File: config.mk
export PLATFORM = sky130hd
export DESIGN_NAME = enc_speed_meter
export DESIGN_NICKNAME = d
export VERILOG_FILES = /design/src/rtl/enc_speed_pkg.sv /design/src/rtl/vel_window_timer.sv /design/src/rtl/vel_pulse_accum.sv /design/src/rtl/vel_threshold_cmp.sv /design/src/rtl/enc_speed_meter.sv
export SDC_FILE = /design/constraint.sdc
export NUM_CORES = 1
export LEC_CHECK = 0
export CAP_MARGIN = 15
export CORE_ASPECT_RATIO = 0.75
export CORE_MARGIN = 1.5
export CORE_UTILIZATION = 35
export DETAILED_ROUTE_END_ITERATION = 8
export DONT_BUFFER_PORTS = 1
export PLACE_DENSITY_LB_ADDON = 0.25
export SYNTH_ARGS = -nofsm -noshare
export SYNTH_HDL_FRONTEND = slang
export SYNTH_HIERARCHICAL = 1
export SYNTH_SLANG_ARGS = --single-unit
File: constraint.sdc
create_clock -name clk -period 8 [get_ports clk]
set_input_delay 1.2 -clock clk [delete_from_list [all_inputs] [get_ports clk]]
set_output_delay 1.2 -clock clk [all_outputs]
set_load 0.01 [all_outputs]
File: src/rtl/enc_speed_pkg.sv
package enc_speed_pkg;

    // Default widths of the window timer and of the step counters
    localparam int TIMER_W_DEF = 32;
    localparam int COUNT_W_DEF = 32;

    // What the window timer does on the coming edge; every other unit keys off it
    typedef enum logic [1:0] {
        ACT_RUN    = 2'd0,
        ACT_LOAD   = 2'd1,
        ACT_EXPIRE = 2'd2,
        ACT_CLEAR  = 2'd3
    } win_act_e;

endpackage

File: src/rtl/vel_window_timer.sv
module vel_window_timer
    import enc_speed_pkg::*;
#(
    parameter int TW = TIMER_W_DEF
) (
    input  logic          clk,
    input  logic          rst_n,
    input  logic          clear_i,
    input  logic [TW-1:0] reload_i,
    output logic [TW-1:0] timer_o,
    output win_act_e      act_o
);

    localparam logic [TW-1:0] ZERO = '0;
    localparam logic [TW-1:0] ONE  = {{(TW-1){1'b0}}, 1'b1};

    typedef struct packed {
        logic [TW-1:0] tmr;
        logic          armed;
    } tmr_st_t;

    tmr_st_t  st_d, st_q;
    win_act_e act_d;

    always_comb begin
        st_d  = st_q;
        act_d = ACT_RUN;
        if (clear_i) begin
            act_d      = ACT_CLEAR;
            st_d.tmr   = reload_i;
            st_d.armed = 1'b1;
        end else if (!st_q.armed) begin
            act_d      = ACT_LOAD;
            st_d.tmr   = reload_i;
            st_d.armed = 1'b1;
        end else if (st_q.tmr == ZERO) begin
            act_d    = ACT_EXPIRE;
            st_d.tmr = reload_i;
        end else begin
            st_d.tmr = st_q.tmr - ONE;
        end
    end

    always_ff @(posedge clk or negedge rst_n) begin
        if (!rst_n) st_q <= '0;
        else        st_q <= st_d;
    end

    assign timer_o = st_q.tmr;
    assign act_o   = act_d;

endmodule

File: src/rtl/vel_pulse_accum.sv
module vel_pulse_accum
    import enc_speed_pkg::*;
#(
    parameter int CW = COUNT_W_DEF
) (
    input  logic          clk,
    input  logic          rst_n,
    input  win_act_e      act_i,
    input  logic          step_i,
    output logic [CW-1:0] count_o,
    output logic [CW-1:0] capture_o,
    output logic          done_o
);

    localparam logic [CW-1:0] ZERO = '0;

    typedef struct packed {
        logic [CW-1:0] cnt;
        logic [CW-1:0] cap;
        logic          done;
    } acc_st_t;

    acc_st_t       st_d, st_q;
    logic [CW-1:0] step_ext;

    assign step_ext = {{(CW-1){1'b0}}, step_i};

    always_comb begin
        st_d      = st_q;
        st_d.done = 1'b0;
        unique case (act_i)
            ACT_CLEAR, ACT_LOAD: st_d.cnt = ZERO;
            ACT_EXPIRE: begin
                st_d.cap  = st_q.cnt;
                st_d.cnt  = step_ext;
                st_d.done = 1'b1;
            end
            default: st_d.cnt = st_q.cnt + step_ext;
        endcase
    end

    always_ff @(posedge clk or negedge rst_n) begin
        if (!rst_n) st_q <= '0;
        else        st_q <= st_d;
    end

    assign count_o   = st_q.cnt;
    assign capture_o = st_q.cap;
    assign done_o    = st_q.done;

endmodule

File: src/rtl/vel_threshold_cmp.sv
module vel_threshold_cmp
    import enc_speed_pkg::*;
#(
    parameter int CW = COUNT_W_DEF
) (
    input  logic          clk,
    input  logic          rst_n,
    input  win_act_e      act_i,
    input  logic [CW-1:0] count_i,
    input  logic [CW-1:0] limit_i,
    output logic          slow_o
);

    typedef struct packed {
        logic slow;
    } cmp_st_t;

    cmp_st_t st_d, st_q;

    // The count being captured on an expiry edge is the live count itself,
    // so the comparison runs once per window, on that edge only.
    always_comb begin
        st_d.slow = (act_i == ACT_EXPIRE) && (count_i < limit_i);
    end

    always_ff @(posedge clk or negedge rst_n) begin
        if (!rst_n) st_q <= '0;
        else        st_q <= st_d;
    end

    assign slow_o = st_q.slow;

endmodule

File: src/rtl/enc_speed_meter.sv
module enc_speed_meter
    import enc_speed_pkg::*;
#(
    parameter int TW = TIMER_W_DEF,
    parameter int CW = COUNT_W_DEF
) (
    input  logic          clk,
    input  logic          rst_n,
    input  logic          step_pulse,
    input  logic          vel_clear,
    input  logic [TW-1:0] reload_val,
    input  logic [CW-1:0] vel_limit,
    output logic [TW-1:0] timer_now,
    output logic [CW-1:0] pulse_count,
    output logic [CW-1:0] speed_capture,
    output logic          window_done,
    output logic          slow_evt
);

    win_act_e act;

    vel_window_timer #(.TW(TW)) u_timer (
        .clk      (clk),
        .rst_n    (rst_n),
        .clear_i  (vel_clear),
        .reload_i (reload_val),
        .timer_o  (timer_now),
        .act_o    (act)
    );

    vel_pulse_accum #(.CW(CW)) u_accum (
        .clk       (clk),
        .rst_n     (rst_n),
        .act_i     (act),
        .step_i    (step_pulse),
        .count_o   (pulse_count),
        .capture_o (speed_capture),
        .done_o    (window_done)
    );

    vel_threshold_cmp #(.CW(CW)) u_cmp (
        .clk     (clk),
        .rst_n   (rst_n),
        .act_i   (act),
        .count_i (pulse_count),
        .limit_i (vel_limit),
        .slow_o  (slow_evt)
    );

endmodule

==> results.cfg <==
[routing]
postRouteAntennaNets = 0
first_pass_iters = 4
wl_met1_um = 6710
dr.first_iter.drc_count = 268
wl_um = 14300
vias = 4212
routedWlPerCell_um = 18.6
drc = 0
vias_per_cell = 5.48
wl_met2_um = 6410
wl_met3_um = 938
top_layer = met4

[yosys]
yosysTopAreaCell = dfrtp_1
yosys-top-cells-count = 99 x dfrtp_1, 52 x nand2_1, 44 x o21ai_0
synth_seq_cells = 99
synth-edff-count = 0
synthesis.area_um2 = 5800
synth_area_leaders = dfrtp_1 43%, ha_1 7.5%, mux2_2 5.8%
synth-main-ff-cell = dfrtp_1
synthArstFlopShare = 1.00
seq_area_frac_synth = 0.427
syn_nets = 700
yosysWarnings = 6
synthCells = 597
synthDistinctLibCells = 51
synth.most_common_cell = dfrtp_1
synth_top_area_share = 0.427
synth_area_per_cell_um2 = 9.72

[min_path]
hold_path_class = input port to async pin

[pwr]
switching_power_uw = 261
powerDensity_nw_per_um2 = 172
ir_worst_vdd_v = 0.0000847
leakage_uw = 0.00261
seqPwrFrac = 0.531
comb_power_share = 0.062
p_clk_frac = 0.407
netSwitchingFraction = 0.254
p_int_uw = 764
p_total_uw = 1030

[critical_path]
cp_max_fo = 35
r2r-start = u_timer/timer_o[9]
r2r_slack_ns = 4.43
arrival_ns = 3.79
start_kind = flop
cp-end-kind = flop
reg2regPathDepth = 6
cp.required_ns = 8.22
criticalPathCategory = flop to flop
crit-reg2reg-capture = u_accum/capture_o[3]

[floorplan]
initial_core_util = 0.360
num_io_pins = 166
chipHeight_um = 114
rows = 40
dieArea_um2 = 17400
die_w_um = 152
core_area_um2 = 16100

[grt]
grt_antenna_before_repair = 0
grt_overflow = 0
grt_max_degree = 100
grt_pass1_vias = 4186
grt_use_total = 0.167
grt_pass1_wl_um = 22300

[outcome]
status = finished clean

[clocking]
cts_tree = built
ctsLongestPathBuffers = 2
root_buffer = clkbuf_16
path_clk_slew_ns = 0.07
post_cts_buffers = 0
cts_buffers = 9
ctsHoldBuffers = 0
insertion_delay_ns = 0.35
h-tree-depth = 3
cts.sinks = 99
cts_resized = 0

[timing]
fmax_mhz = 280
slew_viol_final = 0
tns_ns = 0
setup_viol = 0
fin_crit_sh = 0.446
post-route-min-period_ns = 3.57
hold_viol = 0
skew_ns = 0.00964
worst_slack_ns = 4.43
maxSlewHeadroom = 0.402
worst_pin_slew_ns = 0.897
grt_setup_unrepaired = no

[place]
portBuffers = 0
gp_congestion = 0.773
post-place-ws_ns = 4.38
dp_cells = 752
dp_hpwl_um = 10200

[final_layout]
layout.nets = 656
fin_cells = 768
diodes = 0
area_growth_pct = 2.80
fill_cells = 1629
drive_gt1_frac = 0.102

[run]
cap_violations = 0
cell type report:
cell class | instances | area (µm²) | share of cell area
clock buffers | 11 | 243 | 0.0407
clock inverters | 5 | 38.8 | 0.00650
inverters | 40 | 150 | 0.0252
multi-input cells | 402 | 2780 | 0.467
flip-flops and latches | 99 | 2480 | 0.415
well taps | 210 | 263 | 0.0441
repair buffers | 1 | 7.51 | 0.00126
cells by family (layout without fill, tap and decap cells):
group	Yosys count	in the layout	synth area share
buffers and inverters	96	57	0.0934
AND/OR/NAND/NOR	190	190	0.177
XOR/XNOR	35	35	0.0528
adder cells (fa/ha/maj)	35	35	0.0755
other	1	1	0.000646
flip-flops	99	99	0.427
AO/OA/AOI/OAI	109	109	0.112
multiplexers	32	32	0.0617
registers in the layout (all words and copies together) (netlist names):
signal / flops
u_accum/capture_o: 32
u_cmp/slow_o: 1
u_accum/done_o: 1
u_accum/count_o: 32
u_timer/st_q: 1
u_timer/timer_o: 32
power by group through the flow:
stage	Sequential [µW]	Clock [µW]	Combinational, µW
after floorplan	540	0	81.1
after global placement	554	0	60.8
after detailed placement	555	0	63.1
after CTS	545	439	63.7
after global routing	547	454	73.1
final	545	417	63.3
metrics by stage:
step,hold WS [ns],area [µm²],utilization
detailed placement,0.558,5680,0.353
CTS,0.525,5960,0.370
global placement,0.544,5680,0.353
finish,0.559,5960,0.370
global route,0.530,5960,0.370
floorplan,0.502,5800,-
placed cells by master, fill, tap and decap left out, types with 2 or more instances in the layout:
master,n
nand4_1,12
nor4_1,10
a21o_1,3
inv_1,40
mux2_2,30
ha_1,35
nand2_1,52
nand3_1,14
a21oi_1,32
mux2i_1,2
xor2_1,9
a211o_1,3
o21ai_1,3
or2_2,4
o31ai_1,10
and3_1,3
and4_1,7
or4_1,16
a31oi_1,2
nor2_1,21
nor3_1,17
xnor2_1,26
o21a_1,3
clkbuf_16,9
nor2b_1,4
clkinv_4,3
or3_1,20
dfrtp_1,99
o21ai_0,44
o31a_1,2
worst max path at each step:
stage | startpoint | endpoint | cells past startpoint
floorplan | u_timer/timer_o[9] | u_accum/capture_o[15] | 10
global placement | u_timer/timer_o[9] | u_accum/capture_o[10] | 6
detailed placement | u_timer/timer_o[9] | u_accum/capture_o[3] | 6
CTS | u_timer/timer_o[9] | u_accum/capture_o[5] | 6
global route | u_timer/timer_o[9] | u_accum/capture_o[3] | 6
finish | u_timer/timer_o[9] | u_accum/capture_o[3] | 6
worst max-delay path, stage by stage, from the launching register on:
cell	delay, ns
dfrtp_1	0.46
or4_4	0.58
or4b_1	0.85
nor3_1	0.28
a21o_1	0.26
nand2b_2	0.52
mux2_2	0.48
layer usage:
layer	global-route usage	vias to the layer above
met5	0	-
met4	0.0506	0
met3	0.0486	17
met2	0.257	131
met1	0.226	2077
li1	-	1987
No activity file was read; power rests on OpenSTA's default activity.
